==> src/rtl/psw_div_pkg.sv <==
package psw_div_pkg;

   localparam int DEF_WORD_W  = 14;
   localparam int DEF_A_W     = 3;
   localparam int DEF_N_FLOOR = 2;

   // main count actually used: never below the swallow count nor the floor
   function automatic int eff_main(input int n, input int a, input int floor_v);
      int r;
      r = n;
      if (a > r)       r = a;
      if (floor_v > r) r = floor_v;
      return r;
   endfunction

endpackage

==> src/rtl/psw_prescaler.sv <==
module psw_prescaler #(
   parameter int A_W = 3
) (
   input  logic clk_i,
   input  logic rst_i,
   input  logic swallow_i,
   output logic pend_o
);
   localparam int M    = 1 << A_W;
   localparam int PC_W = A_W + 1;
   localparam logic [PC_W-1:0] LAST_BASE = PC_W'(M - 1);
   localparam logic [PC_W-1:0] LAST_SWAL = PC_W'(M);

   logic [PC_W-1:0] pc_q;

   always_comb pend_o = (pc_q == (swallow_i ? LAST_SWAL : LAST_BASE));

   always_ff @(posedge clk_i) begin
      if (rst_i || pend_o) pc_q <= '0;
      else                 pc_q <= pc_q + PC_W'(1);
   end
endmodule

==> src/rtl/psw_cycle_ctl.sv <==
module psw_cycle_ctl #(
   parameter int WORD_W  = 14,
   parameter int A_W     = 3,
   parameter int N_FLOOR = 2
) (
   input  logic              clk_i,
   input  logic              rst_i,
   input  logic [WORD_W-1:0] ratio_i,
   input  logic              pend_i,
   output logic              swallow_o,
   output logic              reload_o
);
   localparam int N_W = WORD_W - A_W;

   logic [A_W-1:0] a_new, ac_q;
   logic [N_W-1:0] n_new, n_q, nc_q;

   always_comb begin
      a_new = ratio_i[A_W-1:0];
      n_new = N_W'(psw_div_pkg::eff_main(int'(ratio_i[WORD_W-1:A_W]),
                                         int'(a_new), N_FLOOR));
   end

   always_comb begin
      reload_o  = pend_i && (nc_q == (n_q - N_W'(1)));
      swallow_o = (ac_q != '0);
   end

   always_ff @(posedge clk_i) begin
      if (rst_i || reload_o) begin
         n_q  <= n_new;
         nc_q <= '0;
         ac_q <= a_new;
      end else if (pend_i) begin
         nc_q <= nc_q + N_W'(1);
         if (ac_q != '0) ac_q <= ac_q - A_W'(1);
      end
   end
endmodule

==> src/rtl/psw_shaper.sv <==
module psw_shaper #(
   parameter int PULSE_W = 8
) (
   input  logic clk_i,
   input  logic rst_i,
   input  logic reload_i,
   input  logic oe_i,
   output logic pulse_o,
   output logic bound_o
);
   logic bound_q;
   logic pulse_q;

   always_ff @(posedge clk_i) bound_q <= rst_i | reload_i;

   generate
      if (PULSE_W == 1) begin : g_single
         always_comb pulse_q = bound_q;
      end else begin : g_count
         localparam int CW = $clog2(PULSE_W);
         logic [CW-1:0] wcnt_q;
         always_ff @(posedge clk_i) begin
            if (rst_i || reload_i) begin
               wcnt_q  <= CW'(PULSE_W - 1);
               pulse_q <= 1'b1;
            end else if (wcnt_q != '0) begin
               wcnt_q  <= wcnt_q - CW'(1);
               pulse_q <= 1'b1;
            end else begin
               pulse_q <= 1'b0;
            end
         end
      end
   endgenerate

   assign pulse_o = pulse_q & oe_i;
   assign bound_o = bound_q;
endmodule

==> src/rtl/psw_div.sv <==
module psw_div #(
   parameter int WORD_W  = psw_div_pkg::DEF_WORD_W,
   parameter int A_W     = psw_div_pkg::DEF_A_W,
   parameter int N_FLOOR = psw_div_pkg::DEF_N_FLOOR,
   parameter int PULSE_W = 1 << A_W
) (
   input  logic              clk_i,
   input  logic              rst_i,
   input  logic [WORD_W-1:0] ratio_i,
   input  logic              oe_i,
   output logic              pulse_o,
   output logic              bound_o
);
   localparam int M   = 1 << A_W;
   localparam int N_W = WORD_W - A_W;

   generate
      if (A_W < 1 || A_W > 8) begin : g_bad_aw
         $error("psw_div: A_W out of range");
      end
      if (N_W < 2) begin : g_bad_nw
         $error("psw_div: WORD_W too small for main count");
      end
      if (N_FLOOR < 1 || N_FLOOR >= (1 << N_W)) begin : g_bad_floor
         $error("psw_div: N_FLOOR out of range");
      end
      if (PULSE_W < 1 || PULSE_W >= N_FLOOR * M) begin : g_bad_pw
         $error("psw_div: PULSE_W must be shorter than the minimum ratio");
      end
   endgenerate

   logic pre_end;
   logic swallow;
   logic reload;

   psw_prescaler #(.A_W(A_W)) u_pre (
      .clk_i    (clk_i),
      .rst_i    (rst_i),
      .swallow_i(swallow),
      .pend_o   (pre_end)
   );

   psw_cycle_ctl #(.WORD_W(WORD_W), .A_W(A_W), .N_FLOOR(N_FLOOR)) u_ctl (
      .clk_i    (clk_i),
      .rst_i    (rst_i),
      .ratio_i  (ratio_i),
      .pend_i   (pre_end),
      .swallow_o(swallow),
      .reload_o (reload)
   );

   psw_shaper #(.PULSE_W(PULSE_W)) u_shp (
      .clk_i   (clk_i),
      .rst_i   (rst_i),
      .reload_i(reload),
      .oe_i    (oe_i),
      .pulse_o (pulse_o),
      .bound_o (bound_o)
   );
endmodule

==> config.mk <==
export PLATFORM = sky130hd
export DESIGN_NAME = psw_div
export DESIGN_NICKNAME = d
export VERILOG_FILES = /design/src/rtl/psw_div_pkg.sv /design/src/rtl/psw_prescaler.sv /design/src/rtl/psw_cycle_ctl.sv /design/src/rtl/psw_shaper.sv /design/src/rtl/psw_div.sv
export SDC_FILE = /design/constraint.sdc
export NUM_CORES = 1
export LEC_CHECK = 0
export ABC_AREA = 0
export BUFFER_PORTS_ARGS = -buffer_cell sky130_fd_sc_hd__buf_4
export CAP_MARGIN = 25
export CORE_UTILIZATION = 50
export DETAILED_ROUTE_END_ITERATION = 8
export HOLD_SLACK_MARGIN = 0.03
export PLACE_DENSITY = 0.69
export SYNTH_ARGS = -nofsm -noshare
export SYNTH_HDL_FRONTEND = slang
export SYNTH_SLANG_ARGS = --single-unit
==> constraint.sdc <==
create_clock -name clk_i -period 3.2 [get_ports clk_i]
set_input_delay 0.64 -clock clk_i [delete_from_list [all_inputs] [get_ports clk_i]]
set_output_delay 0.64 -clock clk_i [all_outputs]
set_load 0.02 [all_outputs]
==> out/metrics.yaml <==
status:
  status: "finished, final reports clean"
global_route:
  grt_first_pass_wirelength_mm: 6.458
  grt_max_degree: 22
  grt_pass1_vias: 1494
  antenna_found_initial: 0
  overflow: 0
  grt_use_total: 0.2071
worst_hold_path:
  whs_path_depth: 1
  min_to: "u_shp.g_count.wcnt_q[2]$_SDFFE_PP1P_"
  min_from: "u_shp.g_count.wcnt_q[2]$_SDFFE_PP1P_"
  hp-class: "reg2reg"
routing:
  ant_nets: 0
  wl_per_cell_um: 14.44
  first_pass_iters: 4
  vias: 1484
  via_per_inst: 5.537
  routed_wl_mm: 3.869
  drt_iter0_markers: 42
  drc: 0
place:
  place_area_um2: 2117
  dp_cells: 259
  portBuffers: 18
  gp_congestion: 0.9202
  hpwlAfterDp_mm: 2.882
synth:
  synthTopCellsByArea: "edfxtp_1 21%, dfxtp_1 20%, xnor2_1 7.6%"
  synthCells: 201
  ys_types: 46
  synth_top_area_frac: 0.2150
  ys_seq_area_frac: 0.4197
  ys_ff_latch: 34
  synth_edf_count: 14
  syn-num-nets: 228
  ys_async_sr_fraction: 0
  synth_top_cell_by_area: "edfxtp_1"
  synth_flop_cell: "dfxtp_1"
  syn-cell-area_um2: 1956
  avgSynthCellArea_um2: 9.729
  yosys_warnings: 0
sta:
  fin_crit_sh: 0.9231
  maxSlewViolCount: 0
  relSlewSlack: 0.4314
  setup_viol: 0
  holdWs_ps: 499.8
  rsz0062_at_grt: "no"
  fin_crit_ps: 2954
  tightest_slew_ps: 847.7
  hold_viol: 0
  fmax_mhz: 338.5
  finalSetupTns_ps: 0
  fin_skew_ps: 9.821
setup_path:
  cp.arrival_ps: 3150
  worst_setup_path_start_kind: "flop"
  reg2regPathDepth: 8
  r2r_start: "u_ctl.n_q[0]$_SDFFCE_PN0P_"
  critPathKind: "reg2reg"
  r2r_slack_ps: 250
  cp_max_fo: 10
  timing.rr.end: "u_shp.g_count.wcnt_q[2]$_SDFFE_PP1P_"
  end_kind: "flop"
  cp.required_ps: 3390
clock_network:
  cts.sinks: 34
  cts_max_level: 2
  post_cts_resized: 0
  worstSkewPairLatency_ps: 300
  path_clk_slew_ps: 80
  cts_buffer_depth: 2
  cts_root_buf: "clkbuf_8"
  post_cts_buffers: 0
  cts_buffers: 5
  cts_tree: "built"
die:
  die_area_um2: 4165
  fp.dieW_um: 64.54
  ioPinCount: 19
  rows: 22
  core-area_um2: 3716
  fp.dieH_um: 64.54
  start_util: 0.5263
final_layout:
  antenna_cells: 0
  final_common_cell: "buf_4"
  final_cell_mix: "21 x buf_4, 20 x dfxtp_1, 19 x nor2_1, 18 x inv_1, 17 x xnor2_1"
  synthToLayoutAreaGrowth_pct: 13.44
  final_area_um2: 2218
  final_cells: 268
  finalNetCount: 246
  drive_above_1_share: 0.1636
pwr:
  p_leak_nw: 0.8645
  ir_drop_v: 0.0003374
  p_per_area_nw_per_um2: 413.6
  p_total_mw: 0.9174
run:
  maxCapViolations: 0
critical path, stage by stage (launching register included):
cell and delay [ps]:
edfxtp_1 480, inv_1 100, ha_1 190, nand2b_1 180
nor4_1 360, o21ai_0 140, a211oi_1 750, o31ai_2 320
a211o_1 340
metrics by stage:
stage / setup WS (ps) / utilization
5_1_grt: 103.0 / 0.5970
4_1_cts: 105.1 / 0.5936
3_3_place_gp: 275.0 / 0.5697
6_report: 246.1 / 0.5970
2_1_floorplan: 752.0 / -
3_5_place_dp: 145.6 / 0.5697
worst max path at each step:
stage	from	to	slack (ps)	cells past startpoint
2_1_floorplan	u_ctl.n_q[0]$_SDFFCE_PN0P_	u_ctl.n_q[0]$_SDFFCE_PN0P_	750	8
3_3_place_gp	u_ctl.ac_q[0]$_DFFE_PP_	u_ctl.nc_q[10]$_SDFFE_PP0P_	280	9
3_5_place_dp	u_ctl.n_q[0]$_SDFFCE_PN0P_	u_ctl.nc_q[2]$_SDFFE_PP0P_	150	9
4_1_cts	u_ctl.n_q[0]$_SDFFCE_PN0P_	u_ctl.nc_q[2]$_SDFFE_PP0P_	110	9
5_1_grt	u_ctl.n_q[0]$_SDFFCE_PN0P_	u_ctl.nc_q[2]$_SDFFE_PP0P_	100	9
6_report	u_ctl.n_q[0]$_SDFFCE_PN0P_	u_shp.g_count.wcnt_q[2]$_SDFFE_PP1P_	250	8
routing by layer:
| layer | track usage | up-vias | routed length (um) |
|---|---|---|---|
| li1 | - | 740 | - |
| met1 | 0.2288 | 712 | 1693 |
| met2 | 0.3750 | 26 | 1983 |
| met3 | 0.05810 | 6 | 141 |
| met4 | 0.07500 | 0 | 50 |
| met5 | 0 | - | 0 |
cell families after synthesis:
family	count (synthesis)	synth area share
xor gates and xnor gates	28	0.1254
buffers and inverters	29	0.06334
adders and majority gates	10	0.06398
DFF	34	0.4197
AOI/OAI and AO/OA	24	0.1005
muxes	4	0.02047
and+or+nand+nor	72	0.2067
layout make-up:
cell class / count / area (um^2)
inverters: 18 / 67.56
clock inverters: 3 / 20.02
repair buffers: 21 / 157.7
clock buffers: 5 / 68.82
well taps: 48 / 60.06
flip-flops and latches: 34 / 820.8
fillers: 318 / 1498
multi-input cells: 139 / 1023
synthesized netlist by cell type, drive strengths merged (4+ instances only):
cell and instances:
clkbuf 8, o21ai 4, edfxtp 14, xor2 11
inv 18, nor3 5, nand2 8, a21oi 4
dfxtp 20, nor4 8, or3 4, ha 10
nand2b 7, nor2 19, xnor2 17, nand3 4
mux2i 4, a211oi 4
what timing repair did:
| item | in CTS | in global routing |
|---|---|---|
| endpoints found under the setup margin | 0 | 13 |
| hold buffers | 0 | 0 |
| hold endpoints to repair | 0 | 0 |
state kept, by name (all words and copies together), names as in the netlist:
| name | count |
|---|---|
| u_shp.pulse_q | 1 |
| u_pre.pc_q | 4 |
| u_ctl.n_q | 11 |
| u_ctl.nc_q | 11 |
| u_ctl.ac_q | 3 |
| u_shp.g_count.wcnt_q | 3 |
| u_shp.bound_o | 1 |
where the power goes:
part           internal (mW)  switching (mW)
combinational         0.0515          0.0535
clock                  0.153           0.170
sequential             0.472          0.0174
total                  0.677           0.241
No activity file was read; power rests on OpenSTA's default activity.
